`src/rtl/hps_pkg.sv`:
```
package hps_pkg;
    localparam int HALF_BYTES = 256;
    localparam int COL_W      = 8;
    localparam int CNT_W      = 9;

    typedef enum logic {
        HALF_LO = 1'b0,
        HALF_HI = 1'b1
    } half_e;

    // room left in a 256-byte half from a given column, 1..256
    function automatic logic [CNT_W-1:0] half_room(input logic [COL_W-1:0] col);
        return {1'b0, ~col} + CNT_W'(1);
    endfunction
endpackage

```
`src/rtl/hps_start_decode.sv`:
```
module hps_start_decode
    import hps_pkg::*;
#(
    parameter int DEV_LOG2 = 12,
    parameter int ADDR_W   = DEV_LOG2,
    parameter int LEN_W    = DEV_LOG2 + 1,
    parameter int PAGE_W   = DEV_LOG2 - 8
) (
    input  logic [ADDR_W-1:0] addr,
    input  logic [LEN_W-1:0]  len,
    input  logic              page512,
    output logic [PAGE_W-1:0] page,
    output logic [COL_W-1:0]  col,
    output half_e             half,
    output logic              reject
);
    localparam int SUM_W = DEV_LOG2 + 2;
    localparam logic [SUM_W-1:0] LIMIT = SUM_W'(1) << DEV_LOG2;

    logic [SUM_W-1:0] end_addr;

    always_comb begin
        end_addr = SUM_W'(addr) + SUM_W'(len);
        reject   = (len == '0) || (end_addr > LIMIT);
        col      = addr[COL_W-1:0];
        if (page512) begin
            page = {1'b0, addr[ADDR_W-1:9]};
            half = addr[8] ? HALF_HI : HALF_LO;
        end else begin
            page = addr[ADDR_W-1:8];
            half = HALF_LO;
        end
    end
endmodule

```
`src/rtl/hps_seg_size.sv`:
```
module hps_seg_size
    import hps_pkg::*;
#(
    parameter int LEN_W = 13
) (
    input  logic [COL_W-1:0] col,
    input  logic [LEN_W-1:0] remaining,
    output logic [CNT_W-1:0] count,
    output logic             last
);
    logic [LEN_W-1:0] room;

    always_comb begin
        room  = LEN_W'(half_room(col));
        last  = (remaining <= room);
        count = last ? remaining[CNT_W-1:0] : room[CNT_W-1:0];
    end
endmodule

```
`src/rtl/hps_cursor.sv`:
```
module hps_cursor
    import hps_pkg::*;
#(
    parameter int LEN_W  = 13,
    parameter int PAGE_W = 4
) (
    input  logic              clk,
    input  logic              rst,
    input  logic              load,
    input  logic [PAGE_W-1:0] ld_page,
    input  logic [COL_W-1:0]  ld_col,
    input  half_e             ld_half,
    input  logic [LEN_W-1:0]  ld_len,
    input  logic              ld_page512,
    input  logic              step,
    input  logic [CNT_W-1:0]  step_count,
    input  logic              step_last,
    output logic              busy,
    output logic              page512,
    output logic [PAGE_W-1:0] page,
    output logic [COL_W-1:0]  col,
    output half_e             half,
    output logic [LEN_W-1:0]  remaining
);
    always_ff @(posedge clk) begin
        if (rst) begin
            busy      <= 1'b0;
            page512   <= 1'b0;
            page      <= '0;
            col       <= '0;
            half      <= HALF_LO;
            remaining <= '0;
        end else if (load) begin
            busy      <= 1'b1;
            page512   <= ld_page512;
            page      <= ld_page;
            col       <= ld_col;
            half      <= ld_half;
            remaining <= ld_len;
        end else if (step) begin
            remaining <= remaining - LEN_W'(step_count);
            col       <= '0;
            if (!page512 || half == HALF_HI)
                page <= page + PAGE_W'(1);
            if (page512)
                half <= (half == HALF_HI) ? HALF_LO : HALF_HI;
            if (step_last)
                busy <= 1'b0;
        end
    end
endmodule

```
`src/rtl/hp_read_stepper.sv`:
```
module hp_read_stepper
    import hps_pkg::*;
#(
    parameter int DEV_LOG2 = 12,
    parameter int ADDR_W   = DEV_LOG2,
    parameter int LEN_W    = DEV_LOG2 + 1,
    parameter int PAGE_W   = DEV_LOG2 - 8
) (
    input  logic              clk,
    input  logic              rst,
    input  logic              req_valid,
    output logic              req_ready,
    input  logic [ADDR_W-1:0] req_addr,
    input  logic [LEN_W-1:0]  req_len,
    input  logic              req_page512,
    output logic              req_reject,
    output logic              seg_valid,
    input  logic              seg_ready,
    output logic              seg_half,
    output logic [COL_W-1:0]  seg_col,
    output logic [PAGE_W-1:0] seg_page,
    output logic [CNT_W-1:0]  seg_count,
    output logic              seg_last
);
    logic [PAGE_W-1:0] d_page;
    logic [COL_W-1:0]  d_col;
    half_e             d_half;
    logic              d_reject;

    logic              busy_q;
    logic              p512_q;
    half_e             half_q;
    logic [LEN_W-1:0]  rem_q;
    logic              accept;
    logic              take;
    logic              reject_q;

    hps_start_decode #(
        .DEV_LOG2(DEV_LOG2), .ADDR_W(ADDR_W), .LEN_W(LEN_W), .PAGE_W(PAGE_W)
    ) u_decode (
        .addr    (req_addr),
        .len     (req_len),
        .page512 (req_page512),
        .page    (d_page),
        .col     (d_col),
        .half    (d_half),
        .reject  (d_reject)
    );

    assign req_ready = !busy_q;
    assign accept    = req_valid && req_ready;
    assign seg_valid = busy_q;
    assign take      = seg_valid && seg_ready;

    hps_cursor #(.LEN_W(LEN_W), .PAGE_W(PAGE_W)) u_cursor (
        .clk        (clk),
        .rst        (rst),
        .load       (accept && !d_reject),
        .ld_page    (d_page),
        .ld_col     (d_col),
        .ld_half    (d_half),
        .ld_len     (req_len),
        .ld_page512 (req_page512),
        .step       (take),
        .step_count (seg_count),
        .step_last  (seg_last),
        .busy       (busy_q),
        .page512    (p512_q),
        .page       (seg_page),
        .col        (seg_col),
        .half       (half_q),
        .remaining  (rem_q)
    );

    hps_seg_size #(.LEN_W(LEN_W)) u_size (
        .col       (seg_col),
        .remaining (rem_q),
        .count     (seg_count),
        .last      (seg_last)
    );

    assign seg_half = (half_q == HALF_HI);

    always_ff @(posedge clk) begin
        if (rst) reject_q <= 1'b0;
        else     reject_q <= accept && d_reject;
    end
    assign req_reject = reject_q;
endmodule

```
`config.mk`:
```
export PLATFORM = sky130hd
export DESIGN_NAME = hp_read_stepper
export DESIGN_NICKNAME = d
export VERILOG_FILES = /design/src/rtl/hps_pkg.sv /design/src/rtl/hps_start_decode.sv /design/src/rtl/hps_seg_size.sv /design/src/rtl/hps_cursor.sv /design/src/rtl/hp_read_stepper.sv
export SDC_FILE = /design/constraint.sdc
export NUM_CORES = 1
export LEC_CHECK = 0
export ABC_AREA = 1
export BUFFER_PORTS_ARGS = -buffer_cell sky130_fd_sc_hd__buf_2
export CORE_MARGIN = 3
export CORE_UTILIZATION = 44
export CTS_CLUSTER_SIZE = 8
export DETAILED_ROUTE_END_ITERATION = 10
export PLACE_DENSITY = 0.73
export SLEW_MARGIN = 20
export SYNTH_ARGS = -nofsm -noshare
export SYNTH_HDL_FRONTEND = slang
export SYNTH_SLANG_ARGS = --single-unit
```
`constraint.sdc`:
```
create_clock -name clk -period 3.91 [get_ports clk]
set_clock_uncertainty 0.15 [all_clocks]
set_input_delay 0.5865 -clock clk [delete_from_list [all_inputs] [get_ports clk]]
set_output_delay 0.5865 -clock clk [all_outputs]
set_load 0.1 [all_outputs]
```
==> impl_metrics.ini, run 1 <==
[critical_path]
cp-startpoint = u_cursor.col[0]$_SDFFE_PP0P_
timing.rr.start = u_cursor.col[0]$_SDFFE_PP0P_
worstPathRequired_ns = 4.00
critical-path-slowest-cell = or3b_4
cpPeakStageDelay_ns = 0.40
criticalPathCategory = reg -> reg
critPathCaptureType = flip-flop
crit_arrival_ns = 4.33
worstSetupStartpointType = flip-flop
critPathMaxFanout = 6

[run_status]
status = finished, violations left
violations = negative setup slack

[placed_design]
placed_cells = 704
portBuffers = 55
dp_hpwl_mm = 7.70
place_ws_ns = -0.204
place.gp.congestion = 0.880

[sta]
drv_slew = 0
setup_tns_ns = -2.13
hold_viol = 0
fin_crit_ns = 4.23
layout_worst_path_cycle_share_pct = 108
rsz0062_at_grt = true
setup_slack_ns = -0.321
relSlewSlack_pct = 53.8
fmax_mhz = 236
setup_viol = 10
worst_hold_slack_ns = 0.380
tightest_slew_ns = 0.691

[yosys]
synth_cells = 517
syn_nets = 581
yosysTopAreaCell = dfxtp_1
synth_most_common_cell = nand2_1
synth_area_leaders = dfxtp_1, nand2_1, ha_1
yosysUniqueCellTypes = 40
yosysWarnings = 0
ys_top_cells_by_count = nand2_1, inv_1, nor2_1
ys_async_sr_fraction_pct = 0
ys_seq_elements = 29
avgSynthCellArea_um2 = 6.15
syn_area_um2 = 3180
synth_edf_count = 0
synth_ff_type = dfxtp_1
ys_seq_area_share_pct = 18.3
yosys.area.top_type_share_pct = 18.3

[cells_and_area]
stdcell_count = 731
final_nets = 698
num-fill-cells = 587
drive_gt1_share_pct = 36.7
area_growth_syn_to_layout_pct = 49.8
num_antenna_cells = 0

[clock_network]
clock_latency_ns = 0.29
clock-sinks = 29
clockBufferDepth = 2
cts_tree = built
cts_inserted_buffers = 5
hold_buffers = 0
h-tree-depth = 2
cts.clk_slew.worst_paths_ns = 0.07
root_buffer = clkbuf_8

[routing]
num_vias = 3849
drc_errors = 0
drtIter0Drc = 208
wirelength_mm = 10.6
ant_nets = 0
viasPerCell = 5.27
drt_first_pass_iters = 5
post_drt_wl_per_cell_um = 14.4

[floorplanning]
rows = 30
dieArea_um2 = 8280
ios = 56
die_x_um = 91.0
fp.dieH_um = 91.0
core_area_um2 = 6910
floorplan.initialDensity_pct = 46.0

[grt]
use_met3_pct = 2.65
grt_use_met2_pct = 43.2
grt_first_pass_wirelength_mm = 16.7
grtUsageMet1_pct = 29.7
grt_usage_pct = 24.2
grt-ovfl-total = 0
antenna_found_initial = 0
grt_max_degree = 26
busiest_layer = met2
grt_pass1_vias = 3740

[power]
leakage_uw = 0.00246
power.density_nw_per_um2 = 758
p_total_uw = 3610
ir_worst_vdd_mv = 0.272

[worst_hold_path]
hp-class = reg -> reg
hold_start = u_cursor.page512$_SDFFE_PP0P_

[run]
maxCapViolCount = 0
==> worst paths after layout <==
check	to	slack, ns	depth (start not counted)
worst max-delay path	u_cursor.remaining[10]$_SDFFE_PP0P_	-0.32	28
worst min-delay path	u_cursor.page512$_SDFFE_PP0P_	0.38	2
worst max register to register	u_cursor.remaining[10]$_SDFFE_PP0P_	-0.32	28
worst min register to register	u_cursor.page512$_SDFFE_PP0P_	0.38	2
==> layout make-up <==
| type | instances | area, um^2 | area share, % |
|---|---|---|---|
| repair buffers | 124 | 981 | 20.6 |
| flip-flops and latches | 29 | 601 | 12.6 |
| clock buffers | 5 | 68.8 | 1.45 |
| well taps | 96 | 120 | 2.52 |
| multi-input cells | 391 | 2650 | 55.6 |
| inverters | 83 | 324 | 6.81 |
| clock inverters | 3 | 17.5 | 0.368 |
==> cell families (layout without fill, tap and decap cells) <==
kind of cell / after synthesis / count (layout) / synth area share, %
AND/OR/NAND/NOR: 268 / 268 / 39.0
buffers and inverters: 97 / 215 / 12.4
AO/OA/AOI/OAI: 79 / 79 / 13.5
adder cells (fa/ha/maj): 34 / 34 / 13.9
flip-flops: 29 / 29 / 18.3
XOR/XNOR: 10 / 10 / 2.99
==> stage by stage <==
step	area (um^2)	utilization, %
2_1_floorplan	3480	-
3_3_place_gp	4280	62.0
3_5_place_dp	4280	62.0
4_1_cts	4550	65.8
5_1_grt	4760	68.9
6_report	4760	68.9
==> routing by layer <==
layer,up-vias,share of wire [%]
li1,1939,-
met1,1784,43
met2,105,51
met3,21,3.8
met4,0,2.5
met5,-,0
==> worst max-delay path: cells and delay by family (launching register included) <==
kind                       cells  cell delay (ns)
AOI/OAI and AO/OA              6             1.01
xor gates and xnor gates       1             0.13
adders and majority gates      2             0.44
buffers and inverters          6             0.50
DFF                            1             0.36
and+or+nand+nor               13             1.61
==> flip-flops by register name, indices dropped and copies added (netlist names) <==
| name | flops |
|---|---|
| u_cursor.busy | 1 |
| u_cursor.page | 4 |
| u_cursor.half | 1 |
| u_cursor.remaining | 13 |
| u_cursor.col | 8 |
| u_cursor.page512 | 1 |
| req_reject | 1 |
==> cell usage in the layout (no fill, tap or decap), drive strengths merged <==
cell	instances
nor2	55
o21ai	29
a31oi	1
nand2	118
buf	124
clkbuf	5
a21boi	1
nor4	4
dfxtp	29
a2111oi	1
clkinv	2
inv	83
or3b	1
nor3	6
and2	1
ha	32
a211oi	1
o31ai	1
or2	3
a21oi	39
o21a	1
xor2	6
a21o	3
o21bai	1
fa	2
nand4	23
clkinvlp	1
o211ai	1
nand3	57
xnor2	4
==> report_power, final <==
part	total [uW]	switching, uW	internal (uW)
logic	2980	1710	1260
registers	382	48.2	333
clock network	253	130	123
==> timing repair <==
action,in CTS,in global routing
resized for setup,24,41
pin swaps,19,34
endpoints found under the setup margin,9,21
buffers inserted,11,11
cloned,0,0
No activity file was read; power rests on OpenSTA's default activity.
==> inputs of run 2 (changes only) <==
HOLD_SLACK_MARGIN = 0.06   (was unset)
PLACE_DENSITY = 0.7   (was 0.73)
clock period = 5.45 ns   (was 3.91 ns; I/O delays follow)
==> impl_metrics.ini, run 2 (synthesis results as in run 1) <==
[run_status]
status = finished clean

[worst_hold_path]
whs_endpoint = u_cursor.col[1]$_SDFFE_PP0P_
hold_path_depth = 2
hold_start = u_cursor.col[1]$_SDFFE_PP0P_
hp-class = reg -> reg

[power]
power.share.switching_pct = 60.1
power.density_nw_per_um2 = 455
leakage_uw = 0.00200
comb_power_share_pct = 69.5
ir_worst_vdd_mv = 0.226
internal_power_uw = 666
p_total_uw = 1670
p_sw_uw = 1000
p_clk_share_pct = 14.4
seq_power_share_pct = 16.1

[clock_network]
cts_setup_buffers = 0
h-tree-depth = 2
hold_buffers = 0
cts_inserted_buffers = 5
clock_latency_ns = 0.28
cts.clk_slew.worst_paths_ns = 0.07
clock-sinks = 29
root_buffer = clkbuf_8
cts_tree = built
clockBufferDepth = 2

[sta]
fmax_mhz = 211
setup_viol = 0
rsz0062_at_grt = false
setup_tns_ns = 0
drv_slew = 0
layout_worst_path_cycle_share_pct = 87.1
relSlewSlack_pct = 60.7
hold_viol = 0
fin_crit_ns = 4.75
tightest_slew_ns = 0.575

[critical_path]
critPathCaptureType = flip-flop
crit_arrival_ns = 4.78
regToRegSetupSlack_ns = 0.70
r2r_end = u_cursor.remaining[10]$_SDFFE_PP0P_
r2r_cells = 25
worstPathRequired_ns = 5.48
criticalPathCategory = reg -> reg
worstSetupStartpointType = flip-flop
critPathMaxFanout = 12
timing.rr.start = u_cursor.col[0]$_SDFFE_PP0P_
cp-startpoint = u_cursor.col[0]$_SDFFE_PP0P_

[grt]
antenna_found_initial = 0
grt_pass1_vias = 3250
grt_usage_pct = 21.7
grt-ovfl-total = 0
grt_first_pass_wirelength_mm = 15.1
grt_max_degree = 29

[routing]
num_vias = 3407
drt_first_pass_iters = 4
drtIter0Drc = 258
wirelength_mm = 8.72
viasPerCell = 5.13
drc_errors = 0
ant_nets = 0
post_drt_wl_per_cell_um = 13.1

[cells_and_area]
final_common_cell = nand2_1
final_util_pct = 53.1
num_antenna_cells = 0
largest_reg_flops = 13
regMostFlops = u_cursor.remaining
area_growth_syn_to_layout_pct = 15.4
drive_gt1_share_pct = 17.1
reg_top3 = u_cursor.remaining x13, u_cursor.col x8, u_cursor.page x4
final_nets = 631
final_cell_mix = nand2_1, inv_1, nor2_1, buf_2, nand3_1
num-fill-cells = 728

[floorplanning]
fp.dieH_um = 91.0
rows = 30
die_x_um = 91.0
dieArea_um2 = 8280
core_area_um2 = 6910
ios = 56
floorplan.initialDensity_pct = 46.0

[placed_design]
portBuffers = 55
dp_hpwl_mm = 7.21
place.gp.congestion = 0.890

[run]
maxCapViolCount = 0
==> run 2: worst max-delay path by stage <==
stage | to | slack [ns] | cells after the start
global placement | u_cursor.remaining[10]$_SDFFE_PP0P_ | 0.81 | 25
CTS | u_cursor.remaining[10]$_SDFFE_PP0P_ | 0.61 | 27
detailed placement | u_cursor.remaining[10]$_SDFFE_PP0P_ | 0.65 | 27
finish | u_cursor.remaining[10]$_SDFFE_PP0P_ | 0.70 | 25
floorplan | u_cursor.remaining[10]$_SDFFE_PP0P_ | 0.002 | 27
global route | u_cursor.remaining[10]$_SDFFE_PP0P_ | 0.02 | 26
==> run 2: metal layers <==
metal  wire (um)  share of wire [%]  track usage (%)  vias to the layer above
li1            -                  -                -                     1806
met4          69               0.79             3.64                        0
met1        4340                 50             30.6                     1504
met5           0                  0                0                        -
met3         411                4.7             3.07                        6
met2        3900                 45             35.5                       91
==> run 2: what timing repair did <==
item,4_1_cts,5_1_grt
resized for setup,0,1
setup endpoints to repair,0,3
endpoints found under the hold margin,0,0
==> run 2: power by group through the flow <==
| stage | sequential (uW) | combinational, uW | clock (uW) |
|---|---|---|---|
| final | 269 | 1160 | 240 |
| after global routing | 273 | 1270 | 251 |
| after CTS | 269 | 1150 | 241 |
| after detailed placement | 274 | 1150 | 0 |
| after global placement | 273 | 1140 | 0 |
| after floorplan | 348 | 884 | 0 |
==> run 2: area by class of cell <==
cell class | count | area, um^2 | area share (%)
inverter | 83 | 312 | 8.49
clock buffer | 6 | 82.6 | 2.25
sequential | 29 | 588 | 16.0
timing repair buffer | 57 | 290 | 7.91
tap | 96 | 120 | 3.27
multi-input combinational | 391 | 2240 | 61.0
clock inverter | 2 | 37.5 | 1.02
==> run 2: worst max-delay path, cell delays in order, from the launching register on <==
cell       delay [ns]
dfxtp_2          0.35
inv_1            0.06
ha_1             0.17
nand2_1          0.10
o31ai_1          0.20
nand2_1          0.15
ha_1             0.33
a21o_1           0.16
a2111oi_0        0.53
a21boi_2         0.24
inv_2            0.27
nand2_1          0.08
o21ai_0          0.12
inv_1            0.12
fa_1             0.42
inv_1            0.09
nand3_1          0.07
nand2_1          0.10
nand3_1          0.10
o21ai_0          0.30
a21oi_1          0.15
nand2_1          0.10
or2_2            0.10
nand3_1          0.07
nand2_1          0.06
inv_1            0.04
==> run 2: stage by stage <==
| step | worst slack (ns) | std cells | hold slack, ns | instance area, um^2 |
|---|---|---|---|---|
| floorplan | 0.00160 | 517 | 0.332 | 3220 |
| global placement | 0.809 | 656 | 0.333 | 3540 |
| detailed placement | 0.647 | 656 | 0.339 | 3540 |
| CTS | 0.608 | 664 | 0.350 | 3660 |
| global route | 0.0223 | 664 | 0.376 | 3670 |
| finish | 0.703 | 664 | 0.345 | 3670 |
==> inputs of run 3 (changes only) <==
REMOVE_ABC_BUFFERS = 1   (was unset)
==> impl_metrics.ini, run 3 (synthesis results as in run 1) <==
[power]
p_sw_uw = 974
p_clk_share_pct = 11.2
leakage_uw = 0.00197
ir_worst_vdd_mv = 0.212
power.density_nw_per_um2 = 438
power.share.switching_pct = 61.9
internal_power_uw = 600
seq_power_share_pct = 17.0
comb_power_share_pct = 71.8

[placed_design]
place.gp.congestion = 0.879
placed_cells = 656
dp_hpwl_mm = 6.77
portBuffers = 55
place_ws_ns = 0.739
place_area_um2 = 3510

[sta]
relSlewSlack_pct = 59.4
rsz0062_at_grt = false
setup_slack_ns = 0.709
hold_viol = 0
layout_worst_path_cycle_share_pct = 87.0
setup_viol = 0
tightest_slew_ns = 0.594
fin_crit_ns = 4.74
drv_slew = 0
fmax_mhz = 211
worst_hold_slack_ns = 0.378

[routing]
num_vias = 3397
viasPerCell = 5.12
drtIter0Drc = 199
ant_nets = 0
wirelength_mm = 8.35
post_drt_wl_per_cell_um = 12.6
drc_errors = 0
drt_first_pass_iters = 4

[clock_network]
clock-sinks = 29
clock_latency_ns = 0.29
clockBufferDepth = 2
hold_buffers = 0
cts_tree = built
h-tree-depth = 2
root_buffer = clkbuf_8
cts.clk_slew.worst_paths_ns = 0.07
cts_setup_buffers = 0
cts_inserted_buffers = 5
cts_resized = 0

[floorplanning]
floorplan.initialDensity_pct = 46.0
rows = 30
dieArea_um2 = 8280
fp.dieH_um = 91.0
ios = 56
core_area_um2 = 6910
die_x_um = 91.0

[grt]
grt_usage_pct = 20.4
grt_pass1_vias = 3156
grt_max_degree = 29
antenna_found_initial = 0
grt_first_pass_wirelength_mm = 14.1
grt-ovfl-total = 0

[worst_hold_path]
hp-class = reg -> reg

[critical_path]
worstSetupStartpointType = flip-flop
crit_arrival_ns = 4.75
critPathMaxFanout = 12
critPathCaptureType = flip-flop
criticalPathCategory = reg -> reg
worstPathRequired_ns = 5.46

[cells_and_area]
drive_gt1_share_pct = 15.1
reg_top3 = u_cursor.remaining x13, u_cursor.col x8, u_cursor.page x4
final_util_pct = 52.0
regMostFlops = u_cursor.remaining
final_cell_area_um2 = 3590
final_nets = 631
final_common_cell = nand2_1
area_growth_syn_to_layout_pct = 13.0
final_cell_mix = nand2_1, inv_1, nor2_1, buf_2, nand3_1
stdcell_count = 664
largest_reg_flops = 13
num_antenna_cells = 0

[run]
maxCapViolCount = 0

[run_status]
status = finished clean
run 3: final cells by class:
type,instances,area (um^2)
Fill cell,741,3310
Sequential cell,29,581
Timing Repair Buffer,57,290
Tap cell,96,120
Multi-Input combinational cell,391,2210
Inverter,83,312
Clock buffer,6,72.6
Clock inverter,2,10.0
run 3: power groups by stage:
stage	Sequential, uW	Combinational [uW]	Clock (uW)
floorplan	347	850	0
global placement	272	1110	0
detailed placement	272	1120	0
CTS	268	1130	179
global route	272	1240	187
finish	268	1130	176
run 3: path summary, 6_finish.rpt:
path | startpoint | to | slack, ns | depth (start not counted)
worst max-delay path | u_cursor.col[0]$_SDFFE_PP0P_ | u_cursor.remaining[8]$_SDFFE_PP0P_ | 0.71 | 25
worst min register to register | u_cursor.remaining[5]$_SDFFE_PP0P_ | u_cursor.remaining[5]$_SDFFE_PP0P_ | 0.38 | 2
worst min-delay path | u_cursor.remaining[5]$_SDFFE_PP0P_ | u_cursor.remaining[5]$_SDFFE_PP0P_ | 0.38 | 2
worst max register to register | u_cursor.col[0]$_SDFFE_PP0P_ | u_cursor.remaining[8]$_SDFFE_PP0P_ | 0.71 | 25
run 3: routing by layer:
layer  vias up  global-route usage (%)  wire (um)
li1       1803                       -          -
met1      1492                    26.4       4040
met2        92                    34.5       3810
met3        10                    4.39        431
met4         0                    5.03         72
met5         -                       0          0
run 3: worst max-delay path: stages, from the launching register on:
cell and delay [ns]:
dfxtp_1 0.44, inv_1 0.07, ha_1 0.22, nand2_1 0.15
inv_1 0.05, nand2_1 0.08, nand2_1 0.07, ha_1 0.30
a21o_1 0.16, a2111oi_0 0.55, a21boi_2 0.24, inv_2 0.22
nand2_1 0.06, o21ai_0 0.12, inv_1 0.14, fa_1 0.42
inv_1 0.09, nand3_1 0.07, nand2_1 0.11, nand3_1 0.10
o21ai_0 0.29, a21oi_1 0.16, o21ai_0 0.10, nand2_1 0.09
nor2_1 0.10, nor2_1 0.04
run 3: through the flow:
step / total power, uW / setup TNS [ns]
6_report: 1570 / 0
2_1_floorplan: 1200 / -19.48
4_1_cts: 1570 / 0
3_5_place_dp: 1390 / 0
3_3_place_gp: 1390 / 0
5_1_grt: 1700 / 0
